$ cat config.mk
export PLATFORM = sky130hd
export DESIGN_NAME = mdio_master
export DESIGN_NICKNAME = d
export VERILOG_FILES = /design/src/rtl/mdio_pkg.sv /design/src/rtl/mdio_regs.sv /design/src/rtl/mdio_clkdiv.sv /design/src/rtl/mdio_frame.sv /design/src/rtl/mdio_master.sv
export SDC_FILE = /design/constraint.sdc
export NUM_CORES = 1
export LEC_CHECK = 0
export BUFFER_PORTS_ARGS = -buffer_cell sky130_fd_sc_hd__buf_2
export CAP_MARGIN = 20
export CORE_MARGIN = 2
export CORE_UTILIZATION = 25
export DETAILED_ROUTE_END_ITERATION = 7
export GPL_TIMING_DRIVEN = 1
export HOLD_SLACK_MARGIN = 0.1
export SLEW_MARGIN = 25
export SYNTH_ARGS = -nofsm -noshare
export SYNTH_HDL_FRONTEND = slang
export SYNTH_SLANG_ARGS = --single-unit
$ cat constraint.sdc
create_clock -name clk_i -period 2.6 [get_ports clk_i]
set_clock_uncertainty 0.15 [all_clocks]
set_input_delay 0.26 -clock clk_i [delete_from_list [all_inputs] [get_ports clk_i]]
set_output_delay 0.26 -clock clk_i [all_outputs]
set_load 0.02 [all_outputs]
$ cat src/rtl/mdio_pkg.sv
package mdio_pkg;
  localparam logic [7:0] CMD_OFS  = 8'h10;
  localparam logic [7:0] DATA_OFS = 8'h14;
  localparam int FRAME_BITS = 64;
  localparam int TA_IDX     = 46;

  typedef struct packed {
    logic [4:0] phy;
    logic [4:0] regnum;
    logic [2:0] range;
    logic       wr;
  } cmd_t;

  function automatic int div_ratio(input logic [2:0] code);
    case (code)
      3'd0: return 42;
      3'd1: return 62;
      3'd2: return 16;
      3'd3: return 26;
      3'd4: return 102;
      default: return 124;
    endcase
  endfunction
endpackage

$ cat src/rtl/mdio_regs.sv
module mdio_regs
  import mdio_pkg::*;
#(
  parameter int AW = 8,
  parameter int DW = 32
) (
  input  logic          clk_i,
  input  logic          rst_ni,
  input  logic [AW-1:0] addr_i,
  input  logic          we_i,
  input  logic [DW-1:0] wdata_i,
  output logic [DW-1:0] rdata_o,
  input  logic          busy_i,
  input  logic          rd_done_i,
  input  logic [15:0]   rd_word_i,
  output cmd_t          cmd_o,
  output cmd_t          launch_cmd_o,
  output logic          launch_o,
  output logic          cmd_hit_o,
  output logic [15:0]   data_o
);
  cmd_t        cmd_q;
  logic [15:0] data_q;
  logic        data_hit;

  assign cmd_hit_o = we_i && (addr_i == AW'(CMD_OFS));
  assign data_hit  = we_i && (addr_i == AW'(DATA_OFS));
  assign launch_cmd_o = '{phy: wdata_i[15:11], regnum: wdata_i[10:6],
                          range: wdata_i[4:2], wr: wdata_i[1]};
  assign launch_o = cmd_hit_o && !busy_i && wdata_i[0];

  always_ff @(posedge clk_i or negedge rst_ni) begin
    if (!rst_ni) begin
      cmd_q  <= '0;
      data_q <= '0;
    end else begin
      if (cmd_hit_o && !busy_i) cmd_q <= launch_cmd_o;
      if (rd_done_i)            data_q <= rd_word_i;
      else if (data_hit)        data_q <= wdata_i[15:0];
    end
  end

  always_comb begin
    rdata_o = '0;
    if (addr_i == AW'(CMD_OFS))
      rdata_o[15:0] = {cmd_q.phy, cmd_q.regnum, 1'b0, cmd_q.range, cmd_q.wr, busy_i};
    else if (addr_i == AW'(DATA_OFS))
      rdata_o[15:0] = data_q;
  end

  assign cmd_o  = cmd_q;
  assign data_o = data_q;
endmodule

$ cat src/rtl/mdio_clkdiv.sv
module mdio_clkdiv
  import mdio_pkg::*;
#(
  parameter int CW = 8
) (
  input  logic       clk_i,
  input  logic       rst_ni,
  input  logic       start_i,
  input  logic       run_i,
  input  logic [2:0] range_i,
  output logic       mdc_o,
  output logic       rise_o,
  output logic       fall_o
);
  logic [CW-1:0] cnt_q;
  logic [CW-1:0] half;
  logic          tick;

  assign half   = CW'(div_ratio(range_i) / 2);
  assign tick   = run_i && (cnt_q == half - CW'(1));
  assign rise_o = tick && !mdc_o;
  assign fall_o = tick && mdc_o;

  always_ff @(posedge clk_i or negedge rst_ni) begin
    if (!rst_ni) begin
      cnt_q <= '0;
      mdc_o <= 1'b0;
    end else if (start_i) begin
      cnt_q <= '0;
      mdc_o <= 1'b0;
    end else if (run_i) begin
      if (tick) begin
        cnt_q <= '0;
        mdc_o <= ~mdc_o;
      end else begin
        cnt_q <= cnt_q + CW'(1);
      end
    end else begin
      cnt_q <= '0;
      mdc_o <= 1'b0;
    end
  end
endmodule

$ cat src/rtl/mdio_frame.sv
module mdio_frame
  import mdio_pkg::*;
#(
  parameter int FL = FRAME_BITS,
  localparam int IW = $clog2(FL)
) (
  input  logic        clk_i,
  input  logic        rst_ni,
  input  logic        launch_i,
  input  cmd_t        cmd_i,
  input  logic [15:0] wdata_i,
  input  logic        rise_i,
  input  logic        fall_i,
  input  logic        mdio_i,
  output logic        busy_o,
  output logic        mdio_o,
  output logic        oe_o,
  output logic        rd_done_o,
  output logic [15:0] rd_word_o
);
  logic [FL-1:0] sr_q;
  logic [IW-1:0] idx_q;
  logic          wr_q;
  logic [15:0]   cap_q;
  logic [FL-1:0] frame;
  logic          last;

  // write: TA driven 10; read: TA and data slots released
  assign frame = {32'hFFFF_FFFF, 2'b01, cmd_i.wr ? 2'b01 : 2'b10,
                  cmd_i.phy, cmd_i.regnum,
                  cmd_i.wr ? 2'b10 : 2'b00,
                  cmd_i.wr ? wdata_i : 16'h0000};

  assign last      = (idx_q == IW'(FL - 1));
  assign oe_o      = busy_o && (wr_q || (idx_q < IW'(TA_IDX)));
  assign mdio_o    = oe_o && sr_q[FL-1];
  assign rd_done_o = busy_o && fall_i && last && !wr_q;
  assign rd_word_o = cap_q;

  always_ff @(posedge clk_i or negedge rst_ni) begin
    if (!rst_ni) begin
      busy_o <= 1'b0;
      sr_q   <= '0;
      idx_q  <= '0;
      wr_q   <= 1'b0;
      cap_q  <= '0;
    end else if (launch_i) begin
      busy_o <= 1'b1;
      sr_q   <= frame;
      idx_q  <= '0;
      wr_q   <= cmd_i.wr;
    end else if (busy_o) begin
      if (rise_i && !wr_q && (idx_q >= IW'(TA_IDX + 2)))
        cap_q <= {cap_q[14:0], mdio_i};
      if (fall_i) begin
        if (last) begin
          busy_o <= 1'b0;
          sr_q   <= '0;
          idx_q  <= '0;
        end else begin
          sr_q  <= {sr_q[FL-2:0], 1'b0};
          idx_q <= idx_q + IW'(1);
        end
      end
    end
  end
endmodule

$ cat src/rtl/mdio_master.sv
module mdio_master
  import mdio_pkg::*;
#(
  parameter int AW = 8,
  parameter int DW = 32,
  parameter int CW = 8
) (
  input  logic          clk_i,
  input  logic          rst_ni,
  input  logic [AW-1:0] reg_addr_i,
  input  logic          reg_we_i,
  input  logic [DW-1:0] reg_wdata_i,
  output logic [DW-1:0] reg_rdata_o,
  output logic          mdc_o,
  output logic          mdio_o,
  output logic          mdio_oe_o,
  input  logic          mdio_i
);
  cmd_t        cmd_q, launch_cmd;
  logic        launch, cmd_hit, busy, rise, fall, rd_done;
  logic [15:0] rd_word, data_q;

  mdio_regs #(.AW(AW), .DW(DW)) u_regs (
    .clk_i, .rst_ni,
    .addr_i(reg_addr_i), .we_i(reg_we_i), .wdata_i(reg_wdata_i),
    .rdata_o(reg_rdata_o), .busy_i(busy),
    .rd_done_i(rd_done), .rd_word_i(rd_word),
    .cmd_o(cmd_q), .launch_cmd_o(launch_cmd), .launch_o(launch),
    .cmd_hit_o(cmd_hit), .data_o(data_q)
  );

  mdio_clkdiv #(.CW(CW)) u_div (
    .clk_i, .rst_ni,
    .start_i(launch), .run_i(busy), .range_i(cmd_q.range),
    .mdc_o, .rise_o(rise), .fall_o(fall)
  );

  mdio_frame u_frame (
    .clk_i, .rst_ni,
    .launch_i(launch), .cmd_i(launch_cmd), .wdata_i(data_q),
    .rise_i(rise), .fall_i(fall), .mdio_i,
    .busy_o(busy), .mdio_o, .oe_o(mdio_oe_o),
    .rd_done_o(rd_done), .rd_word_o(rd_word)
  );
endmodule

==> impl_results.md <==
* Status: finished, final reports clean
* Fmax at 408.7 MHz
* Yosys warnings at 0
* First-pass GRT wire length at 23,020 µm
* Initial antenna violation count at 1
* Post-Route WL at ~14,000 µm
* Yosys cell types at 45
* Filler cells at 2,411
* Vias in the first global route at 4,376
* CP endpoint kind: flip-flop
* Post-Syn Instances at 590
* Die area at 24,800 µm²
* CTS Buffer Depth at 2
* Cell Area, Placed at between 6000 and 7000 µm²
* Main synth FF type: dfrtp_1
* Syn_area_per_cell at between 9 and 10 µm²
* Pre-antenna DRT Iters at 4
* Placer Congestion at 0.7503
* DR DRC count at 0
* CP endpoint: u_frame.idx_q[3]
* Max Fanout on Critical Path at 7
* Tot Pwr at 6.990 mW
* PortBufs at 46
* Largest net degree at the start of global routing at 58
* Reg-to-Reg Start: u_regs.cmd_o[2]
* Startpoint Class: flip-flop
* Cell Area, Synth at a little under 6000 µm²
* Worst skew pair latency at around 0.42 ns
* Maxcap violations at 0
* Die Y at 157.5 µm
* Postcts setup bufs at 0
* Worst setup path class: flip-flop to flip-flop
* Finished Layout Cells at 989
* Slew at the pin closest to its max-slew limit at between 0.6 and 0.7 ns
* Hold Fails Final Rpt at 0
* Tightest Hold Check Type: primary input to async pin
* Cts bufs inserted at 17
* R2R depth at 6
* R2R Path End: u_frame.idx_q[3]
* Inst Count DP at 938
* Max Slew Vio Count at 0
* Share of the yosys chip area belonging to registers at a little over half
* Tcrit/Tclk final at 94.12%
* Setup TNS at 0 ns
* Post-DP HPWL at 8934 µm
* Worst R2R Setup Slack at 0.15 ns
* Slew margin rel. at 56.33%
* IO Count at 79
* Min cycle time layout at 2.447 ns
* Starting Density at 25.31%
* Clock slew seen by the registers of the worst setup and hold paths at around 0.06 ns
* FFs w/ async S/R, synth at 100.0%
* Area Growth Syn to Fin at 24.37%
* Layout cells sized above 1 at 21.08%
* RSZ-0062 raised after global routing: no
* # rows at 56
* P_leak at between 3 and 4 nW
* Total gr overflow at 0
* Minimum hold slack at 0.2435 ns
* CP Data Required Time at ~2.8 ns
* Number of vias per cell at approximately 4.6
* Core ar. at between 20,000 and 25,000 µm²
* CTS H-Tree Depth at 4
* Vias at 4,556
* Clk sinks at 127
* Die width at around 160 µm
* Design area at around 7300 µm²
* Worst setup startpoint: u_regs.cmd_o[2]
* Max VDD drop at 0.4667 mV
* CTS root buffer: clkbuf_16
* All-Layer GR Usage at a little under an eighth
* 1st-iter DRT viols at 417
* Avg WL per Cell at between 10 and 15 µm
* Post-synthesis register bit count at around 130
* Setup violators final at 0
* Arr. time, crit path at about 2.6 ns
* CTS tree: built
* Detail Route Antenna Nets at 0
* EDFF count, synth at 0
* Final net count at 702
* Pwr per Cell Area at about 950 nW/µm²
==> metal layers <==
metal  track usage, %  part of all wire, %
met1            16.67                   50
met2            17.36                   44
met3            3.414                  4.1
met4            3.636                  1.2
met5                0                    0
==> critical path, stage by stage (launching register included) <==
cell     delay [ns]
dfrtp_1        0.37
or4b_1         0.51
o211a_2        0.17
a211o_1        0.28
or2_1          0.31
or4_1          0.48
o21ai_0        0.09
==> stage by stage <==
stage	utilization, %	setup WS [ns]
6_report	31.48	0.1530
5_1_grt	31.48	0.005801
4_1_cts	31.44	0.05737
3_5_place_dp	28.21	0.07639
3_3_place_gp	28.21	0.08312
2_1_floorplan	-	0.09681
==> power breakdown <==
part           internal [mW]  leakage [nW]  switching [mW]
Sequential              2.60          1.45           0.447
Combinational          0.696          1.63           0.953
Clock                   1.40         0.275           0.892
Total                   4.70          3.35            2.29
==> repair_timing <==
action                                 in CTS  in global routing
gates resized for setup                     0                  1
setup endpoints to repair                   0                 20
endpoints found under the hold margin      81                  0
hold buffers                               18                  0
==> cells in the mapped netlist (3+ instances only) <==
library cell / number / share of area [%]
mux2_2: 30 / 5.7
nor2_1: 91 / 5.8
a22oi_1: 16 / 2.0
inv_1: 4 / 0.25
xnor2_1: 7 / 1.0
buf_4: 16 / 2.0
mux2i_1: 17 / 2.9
nor3b_1: 3 / 0.38
a211o_1: 4 / 0.59
a31oi_1: 12 / 1.3
and3b_1: 4 / 0.59
buf_2: 7 / 0.59
nand2_1: 23 / 1.5
clkbuf_1: 35 / 2.2
dfrtp_1: 127 / 54
a22o_1: 15 / 2.2
and3_1: 8 / 0.85
nand3_1: 21 / 1.8
o21ai_0: 39 / 3.3
and2_1: 3 / 0.32
a21oi_1: 76 / 6.5
==> state kept, by name, summed over array words and instances, names as in the netlist <==
name / flops
u_regs.data_o: 16
u_regs.cmd_o: 14
u_div.mdc_o: 1
u_frame.busy_o: 1
u_frame.idx_q: 6
u_frame.sr_q: 64
u_frame.wr_q: 1
u_div.cnt_q: 8
u_frame.rd_word_o: 16
==> cell usage in the layout, fill, tap and decap left out, types with 17 or more instances in the layout <==
cell,synthesis,layout
buf_2,7,45
nor2_1,91,89
mux2_2,30,30
dlygate4sd3_1,0,18
dfrtp_1,127,127
clkbuf_16,0,17
buf_4,16,24
nand3_1,21,21
o21ai_0,39,39
mux2i_1,17,17
nand2_1,23,23
a21oi_1,76,76
==> final cells by class <==
cell class,instances,area (µm²),area share (%)
flip-flops and latches,127,3178,43.40
clock buffers,17,425.4,5.809
diodes,1,2.502,0.03417
inverters,4,15.01,0.2050
multi-input cells,413,2460,33.59
well taps,319,399.1,5.450
repair buffers,93,696.9,9.516
clock inverters,15,146.4,1.999
==> worst min path at each step <==
stage / start / endpoint / slack (ns) / cells after the start
4_1_cts: rst_ni / u_div.cnt_q[5] / 0.26 / 2
2_1_floorplan: rst_ni / u_div.cnt_q[0] / -0.19 / 0
3_5_place_dp: rst_ni / u_div.cnt_q[5] / 0.15 / 1
3_3_place_gp: rst_ni / u_div.mdc_o / 0.16 / 1
5_1_grt: rst_ni / u_div.cnt_q[5] / 0.30 / 2
6_report: rst_ni / u_div.cnt_q[5] / 0.24 / 2
==> cell families (layout without fill, tap and decap cells) <==
logic type	after synthesis	after routing	synth area share, %
adder cells (fa/ha/maj)	2	2	0.4249
AND/OR/NAND/NOR	168	168	13.00
other	1	17	0.06369
AO/OA/AOI/OAI	171	171	17.13
multiplexers	47	47	8.627
XOR/XNOR	9	9	1.339
buffers and inverters	65	129	5.440
flip-flops	127	127	53.97
Power figures use the tool's default switching activity.
